--- config.mk ---
export PLATFORM = sky130hd
export DESIGN_NAME = smb_regslave
export DESIGN_NICKNAME = d
export VERILOG_FILES = /design/src/rtl/smb_regslave.sv
export SDC_FILE = /design/constraint.sdc
export NUM_CORES = 1
export LEC_CHECK = 0
export BUFFER_PORTS_ARGS = -buffer_cell sky130_fd_sc_hd__buf_2
export CORE_ASPECT_RATIO = 1.2
export CORE_MARGIN = 5
export CORE_UTILIZATION = 55
export DETAILED_ROUTE_END_ITERATION = 6
export PLACE_DENSITY = 0.85
export REMOVE_ABC_BUFFERS = 1
export SLEW_MARGIN = 20
export SYNTH_ARGS = -nofsm -noshare
export SYNTH_HDL_FRONTEND = slang
export SYNTH_SLANG_ARGS = --single-unit
export TNS_END_PERCENT = 100
--- constraint.sdc ---
create_clock -name clk -period 2.91 [get_ports clk]
set_clock_uncertainty 0.05 [all_clocks]
set_input_delay 0.582 -clock clk [delete_from_list [all_inputs] [get_ports clk]]
set_output_delay 0.582 -clock clk [all_outputs]
set_load 0.01 [all_outputs]
--- src/rtl/smb_regslave.sv ---
module smb_regslave #(
  parameter logic [6:0]  FIXED_ADDR  = 7'h2E,
  parameter logic [6:0]  BASE_ADDR   = 7'h2C,
  parameter int unsigned TIMEOUT_CYC = 750000
) (
  input  logic       clk,
  input  logic       rst_n,
  input  logic       scl_in,
  input  logic       sda_in,
  output logic       sda_oe,
  input  logic       strap_en,
  input  logic [1:0] strap_sel,
  output logic [7:0] reg_addr,
  output logic [7:0] reg_wdata,
  output logic       reg_we,
  input  logic [7:0] reg_rdata,
  input  logic       reg_defined,
  input  logic       alert_pend,
  output logic       alert_clr
);
  localparam logic [6:0] ALERT_ADDR = 7'b0001100;
  localparam int TW = $clog2(TIMEOUT_CYC + 1);

  typedef enum logic [3:0] {
    S_IDLE, S_ADDR, S_ACK, S_REGA, S_DATA, S_STOPW, S_TX, S_TXACK, S_IGN
  } state_t;

  state_t state, nxt;
  logic [2:0] scl_sr, sda_sr;
  logic [3:0] bcnt;
  logic [7:0] sh, txsh;
  logic       rs_ok, ara;
  logic [TW-1:0] tcnt;

  logic scl_s, scl_q, sda_s, sda_q;
  assign scl_s = scl_sr[1];
  assign scl_q = scl_sr[2];
  assign sda_s = sda_sr[1];
  assign sda_q = sda_sr[2];

  logic scl_rise, scl_fall, start_c, stop_c, timeout;
  assign scl_rise = scl_s & ~scl_q;
  assign scl_fall = ~scl_s & scl_q;
  assign start_c  = scl_s & scl_q & sda_q & ~sda_s;
  assign stop_c   = scl_s & scl_q & ~sda_q & sda_s;
  assign timeout  = (tcnt == TW'(TIMEOUT_CYC));

  logic [6:0] dev_addr;
  assign dev_addr = strap_en ? (BASE_ADDR | {5'd0, strap_sel}) : FIXED_ADDR;

  logic addr_hit;
  assign addr_hit = (sh[7:1] == dev_addr);

  always_ff @(posedge clk) begin
    if (!rst_n) begin
      scl_sr <= 3'b111;
      sda_sr <= 3'b111;
    end else begin
      scl_sr <= {scl_sr[1:0], scl_in};
      sda_sr <= {sda_sr[1:0], sda_in};
    end
  end

  always_ff @(posedge clk) begin
    if (!rst_n)                          tcnt <= '0;
    else if (scl_s || state == S_IDLE || timeout) tcnt <= '0;
    else                                 tcnt <= tcnt + 1'b1;
  end

  always_ff @(posedge clk) begin
    if (!rst_n) begin
      state     <= S_IDLE;
      nxt       <= S_IDLE;
      bcnt      <= '0;
      sh        <= '0;
      txsh      <= '0;
      rs_ok     <= 1'b0;
      ara       <= 1'b0;
      sda_oe    <= 1'b0;
      reg_addr  <= '0;
      reg_wdata <= '0;
      reg_we    <= 1'b0;
      alert_clr <= 1'b0;
    end else begin
      reg_we    <= 1'b0;
      alert_clr <= 1'b0;
      if (timeout) begin
        state  <= S_IDLE;
        sda_oe <= 1'b0;
      end else if (start_c) begin
        rs_ok  <= (state == S_DATA) && (bcnt <= 4'd1);
        state  <= S_ADDR;
        bcnt   <= '0;
        ara    <= 1'b0;
        sda_oe <= 1'b0;
      end else if (stop_c) begin
        if (state == S_STOPW && reg_defined) reg_we <= 1'b1;
        state  <= S_IDLE;
        sda_oe <= 1'b0;
      end else begin
        case (state)
          S_ADDR, S_REGA, S_DATA: begin
            if (scl_rise && bcnt < 4'd8) begin
              sh   <= {sh[6:0], sda_s};
              bcnt <= bcnt + 1'b1;
            end else if (scl_fall && bcnt == 4'd8) begin
              bcnt <= '0;
              if (state == S_ADDR) begin
                if (addr_hit && !sh[0]) begin
                  sda_oe <= 1'b1; state <= S_ACK; nxt <= S_REGA;
                end else if (addr_hit && sh[0] && rs_ok) begin
                  sda_oe <= 1'b1; state <= S_ACK; nxt <= S_TX;
                  txsh   <= reg_defined ? reg_rdata : 8'h00;
                end else if (sh[7:1] == ALERT_ADDR && sh[0] && alert_pend && !rs_ok) begin
                  sda_oe <= 1'b1; state <= S_ACK; nxt <= S_TX;
                  txsh   <= {dev_addr, 1'b0};
                  ara    <= 1'b1;
                end else begin
                  state <= S_IGN;
                end
              end else if (state == S_REGA) begin
                reg_addr <= sh;
                sda_oe <= 1'b1; state <= S_ACK; nxt <= S_DATA;
              end else begin
                reg_wdata <= sh;
                sda_oe <= 1'b1; state <= S_ACK; nxt <= S_STOPW;
              end
            end
          end
          S_ACK: if (scl_fall) begin
            bcnt   <= '0;
            state  <= nxt;
            sda_oe <= (nxt == S_TX) ? ~txsh[7] : 1'b0;
          end
          S_STOPW: if (scl_fall) state <= S_IGN;
          S_TX: if (scl_fall) begin
            if (bcnt == 4'd7) begin
              sda_oe <= 1'b0;
              state  <= S_TXACK;
            end else begin
              bcnt   <= bcnt + 1'b1;
              txsh   <= {txsh[6:0], 1'b0};
              sda_oe <= ~txsh[6];
            end
          end
          S_TXACK: if (scl_rise) begin
            state     <= S_IGN;
            alert_clr <= ara;
          end
          default: ;
        endcase
      end
    end
  end
endmodule

* Word level (Yosys, flattened, before mapping)
Cells that the tools add are included.
** Operators by class
- Add/sub/neg operators :: 2
- $mul :: 0
- Div/mod/pow operators :: 0
- $lt $le $gt $ge :: 2
- Equal/unequal tests :: 41
- Shift-type cells :: 0
- Mux-type cells :: 58
- Bitwise operators :: 22
- Reduce and logical (&&, ||, !) cells :: 41
** Operator list (count)
- 2-to-1 mux 4 bit :: 22
- 2-to-1 mux 8 bit :: 9
- inequality test 4 bit, second input constant :: 8
- AND reduction 8 bit :: 4
- inequality test 2 bit, second input constant :: 14
- == test 4 x 3 -> 1 bit, second input constant :: 6
- 2-to-1 mux 1 bit :: 22
- adder 20 x 1 -> 20 bit, second input constant :: 1
- == test 20 bit, second input constant :: 1
- one-hot mux 4 bit (5 select lines) :: 1
- one-hot mux 8 bit (2 select lines) :: 1
- inverter 1 bit :: 15
- AND reduction 7 bit :: 2
- inequality test 3 bit, second input constant :: 4
- one-hot mux 4 bit (3 select lines) :: 1
- AND reduction 11 bit :: 1
- logical AND 1 bit :: 10
- nonzero test 2 bit :: 5
- AND reduction 9 bit :: 1
- == test 4 x 2 -> 1 bit, second input constant :: 2
- OR reduction 4 bit :: 2
- AND 1 bit :: 7
- == test 7 x 4 -> 1 bit, second input constant :: 1
- == test 7 x 6 -> 1 bit :: 1
- 22 further kinds :: 25
** Word-level totals
- Register bits :: 75
- Latch bits :: 0
- Memory bits (writable) :: 0
- Bits in read-only memories :: 0
- Input bits :: 17
- Output and inout bits :: 19
- Word-level logic and storage cells :: 182
- Memories kept :: 0

* Longest topological paths before layout
- Depth in word-level cells :: 13
- Gate-level depth with buffers :: 8
- Depth with buffers taken out :: 7

* Worst setup path before layout
No wires, ideal clock.
- Path kind :: input to register
- From :: input strap_sel[0]
- To :: register txsh[2]
- Setup time :: 0.122 ns
- Data arrival time :: 2.103 ns
- Required time :: 2.738 ns
- Slack :: 0.636 ns
- Stages :: 6
- Path buffers :: 0
- Cells stage by stage :: or4_4 > o32ai_4 > o21ai_1 > o21ai_4 > nand2_4 > o311a_1
** Between the ends
- Word-level cells in the longest chain between the ends :: 10
- Elaborated cells between the ends (all ways) :: 14
- Those cells by class :: 3 x eq/ne; 7 x mux; 4 x reduce/logical
** Ends and longest elaborated chain
- from (decl) :: RTL line 12 : input logic [1:0] strap_sel,
- 2-to-1 mux 2 bit (*) :: RTL line 49 : assign dev_addr = strap_en ? (BASE_ADDR | {5'd0, strap_sel}) : FIXED_ADDR;
- == test 7 x 6 -> 1 bit (*) :: RTL line 52 : assign addr_hit = (sh[7:1] == dev_addr);
- logical AND 1 bit (2 in series) :: RTL line 111 : end else if (addr_hit && sh[0] && rs_ok) begin
- 2-to-1 mux 8 bit :: RTL line 111
- 2-to-1 mux 8 bit :: RTL line 109 : if (addr_hit && !sh[0]) begin
- 2-to-1 mux 8 bit :: RTL line 108 : if (state == S_ADDR) begin
- 2-to-1 mux 8 bit :: RTL line 106 : end else if (scl_fall && bcnt == 4'd8) begin
- 2-to-1 mux 8 bit :: RTL line 103 : if (scl_rise && bcnt < 4'd8) begin
- one-hot mux 8 bit (2 select lines) :: RTL line 101 : case (state)
- to (signal assigned) :: RTL line 113 : txsh <= reg_defined ? reg_rdata : 8'h00;
- to (signal assigned) :: RTL line 116 : txsh <= {dev_addr, 1'b0};
- to (signal assigned) :: RTL line 142 : txsh <= {txsh[6:0], 1'b0};
- to (decl) :: RTL line 31 : logic [7:0] sh, txsh;
Mark *: on every way between the ends. The rest lies on a longest branch, timed or not. The select of a mux whose other input is x is not followed.
A chain may end at the register's enable or synchronous reset.

* Worst setup path in the final report
- From :: register state[0]
- To :: register reg_addr[6]
** Between the ends
- Word-level cells in the longest chain between the ends :: 3
- Elaborated cells between the ends (all ways) :: 6
- Those cells by class :: 3 x eq/ne; 1 x bitwise; 2 x reduce/logical
** Ends and longest elaborated chain
- from (decl) :: RTL line 28 : state_t state, nxt;
- from (signal assigned) :: RTL line 132 : state <= nxt;
- == test 4 x 3 -> 1 bit, or another cell as far along :: RTL line 101
- OR reduction 3 bit / inverter 1 bit (equally long branches)
- AND reduction 8 bit (no source line) (*)
- to (signal assigned) :: RTL line 122 : reg_addr <= sh;
- to (decl) :: RTL line 13 : output logic [7:0] reg_addr,
Mark *: on every way between the ends. The rest lies on a longest branch, timed or not.

==> metrics.yaml <==
syn_avg_cell_area_um2: 8.70
multi_input_area_um2: 2060
maxCapViolCount: 0
clk_path_buf_depth: 2
drt-vias-per-instance: 5.80
postLayoutCellArea_um2: 4130
ant_nets: 0
r2r-start: "state[0]"
slew_viol_final: 0
vias: 3176
die_y_um: 99.7
outcome: "finished, final reports clean"
synth_edf_count: 0
power_leakage_nw: 1.48
wl_per_cell_um: 14.9
cp.arrival_ns: 2.60
placement.io_buffers: 35
vdd_drop_max_v: 0.000386
grt_overflow: 0
hp-class: "input port to register"
finalCritPeriodShare_pct: 83.0
grtUsageTotal_pct: 20.1
slew_headroom_pct: 53.2
cts_max_level: 3
clk_pin_slew_ns: 0.08
cts_tree: "done"
ctsHoldBuffers: 0
worst_pin_slew_ns: 0.698
syn_inst: 424
endpoint_kind: "register"
clock.fmax_mhz: 414
cts-root-buf: "clkbuf_8"
drc: 0
p_per_area_nw_per_um2: 490
grt_pass1_wl_um: 14000
antenna_cells: 0
rows: 32
grt_pass1_vias: 3076
cts.sinks: 74
seq_area_frac_synth_pct: 40.1
setup_violations: 0
areaGrowthSynthToFinish_pct: 12.0
dpl.hpwl_um: 5780
r2r_slack_ns: 0.49
drt_iter0_markers: 299
dieArea_um2: 8450
ys_ff_latch: 74
nFillCells: 573
rr_endpoint: "reg_addr[6]"
fp.coreArea_um2: 6490
worstPathMaxFanout: 14
nNetsFinal: 481
reg2reg_depth: 5
die_w_um: 84.8
synth-async-reset-ratio_pct: 0
regArea_um2: 1480
gp_congestion: 0.904
holdPathStages: 2
grt_max_degree: 30
synth.distinct_cells: 67
firstDrtPassIters: 5
startpoint_type: "register"
startpoint: "state[0]"
start_util_pct: 56.9
crit_type: "register to register"
crit_required_ns: 3.09
rsz0062_at_grt: "false"
yosys_warnings: 0
drive_gt1_share_pct: 16.4
period_needed_ns: 2.42
hold_violations: 0
tns_ns: 0
postCtsSetupRepairBufs: 0
numCtsBuffers: 9
synth_area_um2: 3690
place_area_um2: 3930
cts_resized: 0
io-pin-count: 36
synthFlopType: "dfxtp_1"
antenna_found_initial: 0
clkLatencyLatePin_ns: 0.35
routed_wl_um: 8180
crit_path_end: "reg_addr[6]"
## critical path, stage by stage, from the launching register on
cell and delay, ns:
dfxtp_1 0.60, or3b_1 0.50, or3_1 0.39, nor3_4 0.46
mux2i_1 0.25, nor2_1 0.06
## Yosys cell counts, drive strengths merged, types with 5 or more instances
cell type	count	area, µm²
dfxtp	74	1480
nor2	61	229
nand2	36	143
a21oi	24	120
mux2i	21	210
nand3	17	85.1
o21ai	17	96.4
nand2b	15	93.8
inv	14	52.6
nand4	14	87.6
xor2	14	123
clkbuf	10	37.5
buf	9	56.3
nor3	9	66.3
ha	6	75.1
xnor2	6	52.6
nor3b	5	37.5
## layout by cell type (no fill, tap or decap), types with 2 or more instances in the layout
cell type	n
dfxtp_1	74
nor2_1	61
nand2_1	35
buf_2	35
a21oi_1	24
mux2i_1	21
nand3_1	17
nand2b_1	15
inv_1	14
nand4_1	14
xor2_1	14
o21ai_0	14
clkbuf_8	10
buf_4	7
xnor2_1	6
nor3_1	6
ha_1	6
nor3b_1	5
or3_1	4
a211oi_1	4
nand4b_1	4
o211ai_1	4
and3_1	4
a311oi_1	4
and2_1	3
nor2b_1	3
nor4_1	3
nor4bb_1	2
a211o_1	2
and4bb_2	2
or3b_1	2
nor4b_1	2
nor3_2	2
o21ai_1	2
clkinv_2	2
## report_power, final
part | total [mW] | leakage, nW | internal, mW | switching [mW]
Sequential | 1.05 | 0.597 | 1.02 | 0.0241
Clock | 0.806 | 0.103 | 0.421 | 0.386
Combinational | 0.171 | 0.777 | 0.0668 | 0.104
Total | 2.02 | 1.48 | 1.51 | 0.514
## worst min-delay path by stage
stage / startpoint / endpoint / slack [ns]
detailed placement: sda_sr[0] / sda_sr[1] / 0.35
finish: sda_in / sda_sr[0] / 0.37
global placement: sda_sr[0] / sda_sr[1] / 0.34
CTS: sda_in / sda_sr[0] / 0.35
floorplan: scl_sr[0] / scl_sr[1] / 0.34
global route: sda_in / sda_sr[0] / 0.35
## metrics by stage
step / setup slack [ns] / std cells / hold slack, ns / total power [mW] / util [%]
2_1_floorplan: 0.636 / 405 / 0.336 / 1.17 / -
3_3_place_gp: 0.442 / 532 / 0.339 / 1.23 / 60.6
3_5_place_dp: 0.417 / 532 / 0.352 / 1.24 / 60.6
4_1_cts: 0.520 / 548 / 0.352 / 2.03 / 63.7
5_1_grt: 0.325 / 548 / 0.347 / 2.11 / 63.7
6_report: 0.494 / 548 / 0.365 / 2.02 / 63.7
## sequential cells by signal (all words and copies together) (netlist names), 4 cells and up
| signal | flops |
|---|---|
| bcnt | 4 |
| reg_addr | 8 |
| reg_wdata | 8 |
| sh | 8 |
| state | 4 |
| tcnt | 20 |
| txsh | 8 |
## layer usage
metal	global-route usage (%)	up-vias	share of wire, %
met4	7.67	0	2.1
met2	34.5	110	49
met5	0	-	0
met1	24.3	1471	43
met3	4.81	22	5.2
li1	-	1573	-
## kinds of logic after synthesis
group / count (synthesis) / synth area share, %
AND/OR/NAND/NOR: 195 / 28.8
AO/OA/AOI/OAI: 74 / 14.5
flip-flops: 74 / 40.1
buffers and inverters: 34 / 4.07
multiplexers: 21 / 5.70
XOR/XNOR: 20 / 4.75
adder cells (fa/ha/maj): 6 / 2.03
## final cells by class
cell class                      count  area share, %
Clock buffer                       10           3.33
Sequential cell                    74           35.8
Multi-Input combinational cell    316           49.8
Inverter                           15           1.36
Tap cell                           85           2.57
Timing Repair Buffer               42           5.51
Clock inverter                      6           1.57
Power figures use the tool's default switching activity.
